==> config.mk <==
export PLATFORM = sky130hd
export DESIGN_NAME = sig_round_add
export DESIGN_NICKNAME = d
export VERILOG_FILES = /design/src/rtl/sra_pkg.sv /design/src/rtl/sra_compound_adder.sv /design/src/rtl/sra_round_select.sv /design/src/rtl/sra_norm_mux.sv /design/src/rtl/sig_round_add.sv
export SDC_FILE = /design/constraint.sdc
export NUM_CORES = 1
export LEC_CHECK = 0
export CAP_MARGIN = 20
export CORE_MARGIN = 8
export CORE_UTILIZATION = 33
export DETAILED_ROUTE_END_ITERATION = 16
export GPL_TIMING_DRIVEN = 0
export PLACE_DENSITY = 0.75
export SLEW_MARGIN = 20
export SYNTH_ARGS = -nofsm -noshare
export SYNTH_HDL_FRONTEND = slang
export SYNTH_SLANG_ARGS = --single-unit
==> constraint.sdc <==
create_clock -name vclk -period 12.6
set_input_delay 1.26 -clock vclk [all_inputs]
set_output_delay 1.26 -clock vclk [all_outputs]
set_load 0.01 [all_outputs]
==> src/rtl/sra_pkg.sv <==
package sra_pkg;

    // Which normalization the result took.
    typedef enum logic [1:0] {
        PATH_KEEP  = 2'd0,  // no carry: W-bit result stays in place
        PATH_CARRY = 2'd1,  // add carried out: shift right by one
        PATH_WRAP  = 2'd2   // round-up of all ones carried out
    } path_e;

endpackage

==> src/rtl/sra_compound_adder.sv <==
module sra_compound_adder #(
    parameter int W = 24
) (
    input  logic [W-1:0] a,
    input  logic [W-1:0] b,
    output logic [W:0]   sum0,
    output logic [W:0]   sum1
);
    localparam int SW = W + 1;

    // Carry-select style: per-bit propagate and generate shared by both results.
    logic [W-1:0] prop;
    logic [W-1:0] gen;
    logic [W:0]   c0;
    logic [W:0]   c1;

    assign prop  = a ^ b;
    assign gen   = a & b;
    assign c0[0] = 1'b0;
    assign c1[0] = 1'b1;

    for (genvar i = 0; i < W; i++) begin : g_chain
        assign c0[i+1] = gen[i] | (prop[i] & c0[i]);
        assign c1[i+1] = gen[i] | (prop[i] & c1[i]);
    end

    assign sum0 = SW'({c0[W], prop ^ c0[W-1:0]});
    assign sum1 = SW'({c1[W], prop ^ c1[W-1:0]});

    always_comb begin
        p_pair_step_r1: assert (sum1 == sum0 + 1'b1 || (&sum0))
            else $error("sum1 is not sum0 plus one");
    end
endmodule

==> src/rtl/sra_round_select.sv <==
module sra_round_select (
    input  logic carry,
    input  logic raw_b1,
    input  logic raw_b0,
    input  logic guard,
    input  logic sticky,
    output logic pick_inc,
    output logic inexact
);
    logic lsb;
    logic rbit;
    logic tail;

    always_comb begin
        if (carry) begin
            lsb  = raw_b1;
            rbit = raw_b0;
            tail = guard | sticky;
        end else begin
            lsb  = raw_b0;
            rbit = guard;
            tail = sticky;
        end
        pick_inc = rbit & (tail | lsb);
        inexact  = rbit | tail;
    end

    always_comb begin
        p_exact_no_inc_r8: assert (inexact || !pick_inc)
            else $error("round-up chosen for an exact sum");
    end
endmodule

==> src/rtl/sra_norm_mux.sv <==
module sra_norm_mux #(
    parameter int W = 24,
    parameter int E = 8
) (
    input  logic [W:0]        sum0,
    input  logic [W:0]        sum1,
    input  logic              pick_inc,
    input  logic [E-1:0]      exp_in,
    output logic [W-1:0]      sig_out,
    output logic [E-1:0]      exp_out,
    output sra_pkg::path_e    path
);
    import sra_pkg::*;

    logic [E-1:0] exp_up;
    assign exp_up = E'(exp_in + 1'b1);

    always_comb begin
        if (sum0[W])
            path = PATH_CARRY;
        else if (pick_inc && sum1[W])
            path = PATH_WRAP;
        else
            path = PATH_KEEP;
    end

    always_comb begin
        unique case (path)
            PATH_KEEP: begin
                sig_out = pick_inc ? sum1[W-1:0] : sum0[W-1:0];
                exp_out = exp_in;
            end
            PATH_CARRY: begin
                sig_out = pick_inc ? sum1[W:1] : sum0[W:1];
                exp_out = exp_up;
            end
            PATH_WRAP: begin
                sig_out = sum1[W:1];
                exp_out = exp_up;
            end
            default: begin
                sig_out = sum0[W-1:0];
                exp_out = exp_in;
            end
        endcase
    end

    always_comb begin
        p_keep_exp_r1: assert (path != PATH_KEEP || exp_out == exp_in)
            else $error("exponent moved without carry");
        p_wrap_pattern_r7: assert (path != PATH_WRAP || sig_out == {1'b1, {(W-1){1'b0}}})
            else $error("wrap result is not a leading one");
    end
endmodule

==> src/rtl/sig_round_add.sv <==
module sig_round_add #(
    parameter int W = 24,
    parameter int E = 8
) (
    input  logic [W-1:0] op_a,
    input  logic [W-1:0] op_b,
    input  logic         guard_in,
    input  logic         sticky_in,
    input  logic [E-1:0] exp_in,
    output logic [W-1:0] sig_out,
    output logic [E-1:0] exp_out,
    output logic         inexact
);
    import sra_pkg::*;

    logic [W:0] sum0;
    logic [W:0] sum1;
    logic       pick_inc;
    path_e      path;

    sra_compound_adder #(.W(W)) u_add (
        .a    (op_a),
        .b    (op_b),
        .sum0 (sum0),
        .sum1 (sum1)
    );

    sra_round_select u_rsel (
        .carry    (sum0[W]),
        .raw_b1   (sum0[1]),
        .raw_b0   (sum0[0]),
        .guard    (guard_in),
        .sticky   (sticky_in),
        .pick_inc (pick_inc),
        .inexact  (inexact)
    );

    sra_norm_mux #(.W(W), .E(E)) u_norm (
        .sum0     (sum0),
        .sum1     (sum1),
        .pick_inc (pick_inc),
        .exp_in   (exp_in),
        .sig_out  (sig_out),
        .exp_out  (exp_out),
        .path     (path)
    );

    always_comb begin
        p_exp_step_r9: assert (exp_out == exp_in || exp_out == E'(exp_in + 1'b1))
            else $error("exponent moved by more than one");
        p_carry_exp_r2: assert (!sum0[W] || exp_out == E'(exp_in + 1'b1))
            else $error("carry without exponent increment");
        p_norm_msb_r10: assert (!op_a[W-1] || sig_out[W-1])
            else $error("result lost its leading one");
    end
endmodule

After elaboration in Yosys (flattened, before gate mapping)

Index checks and enable logic that the tools add are counted.

Add/subtract/negate cells: 1
Multiply operators: 0
Div/mod/pow operators: 0
Magnitude comparators: 0
Equality and inequality tests: 2
Shift operators: 0
Multiplexer cells: 9
Bitwise logic cells: 101
Reduce and logical (&&, ||, !) cells: 3

Operators with widths:

| cell                                                             | number |
|---|---|
| 24-bit case mux with 3 select lines                              | 1 |
| 24-bit bitwise XOR                                               | 3 |
| 1-bit bitwise OR                                                 | 50 |
| 24-bit two-way mux                                               | 2 |
| 1-bit bitwise AND                                                | 47 |
| 24-bit bitwise AND                                               | 1 |
| 8-bit by 1-bit adder with 8-bit output (second input constant)   | 1 |
| 8-bit two-way mux                                                | 1 |
| 2-bit two-way mux                                                | 2 |
| 1-bit two-way mux                                                | 3 |
| 2-bit by 1-bit == test with 1-bit output (second input constant) | 1 |
| 2-bit == test (second input constant)                            | 1 |
| 2-bit zero test                                                  | 1 |
| 2-bit OR reduction                                               | 1 |
| 1-bit logical AND                                                | 1 |

Register bits: 0
Bits in latches: 0
Bits in writable memories: 0
ROM bits: 0
Output and inout bits: 33
Logic and storage cells: 116
Memories kept: 0

Logic depth before layout (Yosys ltp)

Gate-level depths: netlist (run 1).

Word-level depth: 56
Depth in mapped cells: 31
Depth with buffers taken out: 30

By module

Synthesis (run 1) repeated with hierarchy kept, for this count alone.

Cell total of the unflattened synthesis: 194
Area, all modules: 1990.7 µm²

By module, submodules not included:

| module             | instances | cells an instance | area an instance (µm²) |
|---|---|---|---|
| sra_compound_adder | 1         | 60                | 991.0 |
| sra_norm_mux       | 1         | 130               | 964.7 |
| sra_round_select   | 1         | 4                 | 35.0 |

Worst setup path before layout (run 1)

OpenSTA, ideal clock, no wires.

Path type: input to output
Start: input op_a[0]
End: output sig_out[10]
Arrival: 11355 ps
Required time: 11340 ps
Setup slack: -15 ps
Stages: 31
Buffers on the path: 1
Cells stage by stage: ha_1 inv_1 fa_1 fa_1 fa_1 fa_1 fa_1 fa_1 fa_1 fa_1 fa_1 fa_1 fa_1 fa_1 fa_1 fa_1 fa_1 fa_1 fa_1 fa_1 fa_1 fa_1 fa_1 fa_1 fa_1 inv_2 a21oi_2 nor2_2 buf_6 mux2_4 o221ai_1

Longest elaborated chain between the ends: 55
Elaborated cells on any way between the ends: 111
Those cells by class: eq/ne (2); mux (8); bitwise (99); reduce/logical (2)

Ends and longest elaborated chain:

| what                                        | RTL line                 | source |
|---|---|---|
| from (decl)                                 | sig_round_add.sv:5       | `input logic [W-1:0] op_a,` |
| 24-bit bitwise AND                          | sra_compound_adder.sv:18 | `assign gen = a & b;` |
| 1-bit bitwise AND                           | sra_compound_adder.sv:23 | `assign c0[i+1] = gen[i] \| (prop[i] & c0[i]);` |
| 1-bit bitwise OR                            | sra_compound_adder.sv:23 |  |
| 1-bit bitwise AND                           | sra_compound_adder.sv:23 |  |
| 1-bit bitwise OR                            | sra_compound_adder.sv:23 |  |
| 1-bit bitwise AND                           | sra_compound_adder.sv:23 |  |
| 1-bit bitwise OR                            | sra_compound_adder.sv:23 |  |
| 1-bit bitwise AND                           | sra_compound_adder.sv:23 |  |
| [39 not listed]                             | n/a                      |  |
| 1-bit two-way mux                           | sra_round_select.sv:15   | `if (carry) begin` |
| 1-bit bitwise OR                            | sra_round_select.sv:24   | `pick_inc = rbit & (tail \| lsb);` |
| 1-bit bitwise AND                           | sra_round_select.sv:24   |  |
| 1-bit logical AND                           | sra_norm_mux.sv:21       | `else if (pick_inc && sum1[W])` |
| 2-bit two-way mux                           | sra_norm_mux.sv:21       |  |
| 2-bit two-way mux                           | sra_norm_mux.sv:19       | `if (sum0[W])` |
| 2-bit == test, or another cell as far along | sra_norm_mux.sv:28       | `unique case (path)` |
| 24-bit case mux with 3 select lines (*)     | sra_norm_mux.sv:28       |  |
| to (decl)                                   | sig_round_add.sv:10      | `output logic [W-1:0] sig_out,` |

Every way passes the cells marked *; elsewhere a longest branch is shown, timed or not.

Final worst setup path (run 1)

Start: input op_b[0]
End: output sig_out[19]

Longest elaborated chain between the ends: 55
Elaborated cells on any way between the ends: 111
Those cells by class: eq/ne (2); mux (8); bitwise (99); reduce/logical (2)

Ends and longest elaborated chain:

| what                                        | RTL line                 | source |
|---|---|---|
| from (decl)                                 | sig_round_add.sv:6       | `input logic [W-1:0] op_b,` |
| 24-bit bitwise AND                          | sra_compound_adder.sv:18 |  |
| 1-bit bitwise AND                           | sra_compound_adder.sv:23 |  |
| 1-bit bitwise OR                            | sra_compound_adder.sv:23 |  |
| 1-bit bitwise AND                           | sra_compound_adder.sv:23 |  |
| 1-bit bitwise OR                            | sra_compound_adder.sv:23 |  |
| 1-bit bitwise AND                           | sra_compound_adder.sv:23 |  |
| 1-bit bitwise OR                            | sra_compound_adder.sv:23 |  |
| 1-bit bitwise AND                           | sra_compound_adder.sv:23 |  |
| [39 not listed]                             | n/a                      |  |
| 1-bit two-way mux                           | sra_round_select.sv:15   |  |
| 1-bit bitwise OR                            | sra_round_select.sv:24   |  |
| 1-bit bitwise AND                           | sra_round_select.sv:24   |  |
| 1-bit logical AND                           | sra_norm_mux.sv:21       |  |
| 2-bit two-way mux                           | sra_norm_mux.sv:21       |  |
| 2-bit two-way mux                           | sra_norm_mux.sv:19       |  |
| 2-bit == test, or another cell as far along | sra_norm_mux.sv:28       |  |
| 24-bit case mux with 3 select lines (*)     | sra_norm_mux.sv:28       |  |

Marks and branches as above.

==> reports/results.ini, run 1 <==
[placement]
place_ws_ns=-1.55
dpl.hpwl_um=5850
io_buffers=89
gp_congestion=0.820

[detailed_routing]
drt.antenna.violating_nets=0
vias=2342
post_drt_wl_per_cell_um=16.5
first_pass_iters=4
drcViolationCount=0
post_drt_via_cell_ratio=5.06
drt_iter0_markers=73
drt_wl_total_um=7620

[sta]
final.min_clock_period_ns=12.34
fin_crit_sh_pct=97.9
hold_viol_final=0
tightest_slew_ns=0.562
slew_headroom_pct=62.5
fmax_mhz=81.0
maxSlewViolCount=0
setup_viol=0
setup_slack_ns=0.261

[synth]
syn_area_um2=2330
netlist_instances=265
yosys-top-cells-area=fa_1 (40%), mux2_4 (12%), o221ai_1 (8.3%)
yosysTopAreaCell=fa_1
yosysTopAreaCellShare_pct=39.5
yosys.cell_types.count=32
yosysSeqAreaShare_pct=0
yosys_warnings=0
syn_nets=372
avgSynthCellArea_um2=8.80

[worst_setup_path]
cp_max_fo=10
cp.buffers_inverters=5
cp_data_arrival_time_ns=11.08
cp_data_required_time_ns=11.34
end_kind=primary output
cp-startpoint=op_b[0]
crit_cells=33
endpoint=sig_out[19]
worstSetupPathType=in -> out
cpPeakStageDelay_ns=0.44
cp_top_family=adder cells
crit_path_frequent_cell=fa_2
worst_path_max_delay_cell=fa_2
setup.worst_path.start_class=input pin

[global_route]
grt_max_degree=11
antenna_found_initial=0
grt_pass1_vias=2650
globalRouteOverflowTotal=0
grt_pass1_wl_um=12700
grtUsageTotal_pct=15.1

[pwr]
power_switching_uw=139
combPwrFrac_pct=100.0
p_leak_uw=0.00153
clock_power_share_pct=0
seqPwrFrac_pct=0
vdd_ir_drop_max_mv=0.0349
swShare_pct=48.9
power.internal_uw=145
power_density_nw_per_um2=77.2

[die]
io_pins=91
dieHeight_um=100
num_rows=30
die_area_um2=10000
core_um2=6830
initial_core_util_pct=34.1
die_w_um=100

[cells_and_area]
num-clock-buffers=0
fin_util_pct=53.7
syn2layout_area_growth_pct=57.4
seq_area_um2=0
design.seq.count=0
drive_gt1_share_pct=40.3
fin_nets=476
num_antenna_cells=0

[hold_path]
hold_class=in -> out

[status]
status=finished, final reports clean

[run]
cap_violations=0

## routing by layer
layer  global-route usage (%)  vias to the layer above  wire length (um)
met1                     17.8                     1152              3030
met5                        0                        -                 0
met2                     28.9                       83              4080
li1                         -                     1103                 -
met3                     2.21                        4               477
met4                    0.930                        0                38
## power by group through the flow
stage	clock network (uW)	registers, uW	logic, uW
floorplan	0	0	154
global placement	0	0	254
detailed placement	0	0	259
CTS	0	0	280
global route	0	0	307
finish	0	0	283
## cells by family after synthesis
| group | Yosys count | synth area share, % |
|---|---|---|
| buffers and inverters | 69 | 12.2 |
| and+or+nand+nor | 60 | 12.2 |
| AOI/OAI and AO/OA | 57 | 17.7 |
| adders and majority gates | 49 | 41.1 |
| muxes | 23 | 14.2 |
| xor gates and xnor gates | 7 | 2.63 |
## area by class of cell
cell class         instances  area (um^2)
plain buffers             17          120
fillers                  624         3160
inverters                 52          198
multi-input cells        196         2320
well taps                 96          120
repair buffers           102          913
## cells in the final DEF (no fill, tap or decap), types with 3 or more instances in the layout
master,netlist,routed
buf_4,0,12
a21oi_1,23,23
fa_1,46,5
mux2_4,19,19
buf_2,8,29
o221ai_2,0,21
fa_2,0,41
mux2_2,4,4
inv_2,1,3
o21ai_0,5,5
dlygate4sd2_1,0,8
inv_1,51,48
xnor2_1,5,5
clkdlybuf4s50_1,0,53
nand2_1,4,4
nor2_1,24,24
nor3_1,22,22
buf_12,0,3
clkbuf_1,6,4
## Yosys cell counts, types with 2 or more instances
library cell and count:
o221ai_1 22, inv_1 51, fa_1 46, mux2_4 19
a21oi_2 2, nor2_1 24, nand3_1 2, buf_2 8
xor2_1 2, ha_1 3, nor3_1 22, mux2_2 4
o21ai_0 5, clkbuf_1 6, buf_6 2, nand4_1 2
nand2_1 4, xnor2_1 5, a21oi_1 23
## stage by stage
step | setup TNS [ns] | hold WS [ns] | instances | area [um^2] | power, uW
global route | -0.000734 | 3.25 | 463 | 3670 | 307
detailed placement | -46.51 | 3.35 | 450 | 3340 | 259
floorplan | 0 | 2.60 | 265 | 2330 | 154
CTS | 0 | 3.26 | 461 | 3660 | 280
global placement | -42.94 | 3.35 | 450 | 3340 | 254
finish | 0 | 3.21 | 463 | 3670 | 283
## how the worst min path moves through the flow
stage | start | endpoint | slack [ns] | cells after the start
2_1_floorplan | exp_in[0] | exp_out[0] | 2.60 | 1
3_3_place_gp | sticky_in | inexact | 3.35 | 3
3_5_place_dp | sticky_in | inexact | 3.35 | 3
4_1_cts | sticky_in | sig_out[14] | 3.26 | 6
5_1_grt | exp_in[5] | exp_out[5] | 3.25 | 3
6_report | exp_in[5] | exp_out[5] | 3.21 | 3
## timing repair
action / 4_1_cts / 5_1_grt
setup buffers: 10 / 2
gates cloned: 1 / 0
gates resized for setup: 181 / 10
endpoints found under the setup margin: 33 / 32
hold buffers: 0 / 0
pin swaps: 5 / 5
Note: power is estimated with default switching activity, not from simulation.
==> inputs of run 2 (changes only) <==
--- a/config.mk
+++ b/config.mk
@@ -11,7 +11,6 @@
 export DETAILED_ROUTE_END_ITERATION = 16
 export GPL_TIMING_DRIVEN = 0
 export PLACE_DENSITY = 0.75
-export SLEW_MARGIN = 20
 export SYNTH_ARGS = -nofsm -noshare
 export SYNTH_HDL_FRONTEND = slang
 export SYNTH_SLANG_ARGS = --single-unit
==> results of run 2 <==
No change in the layout: final DEF, timing and power equal those of run 1.
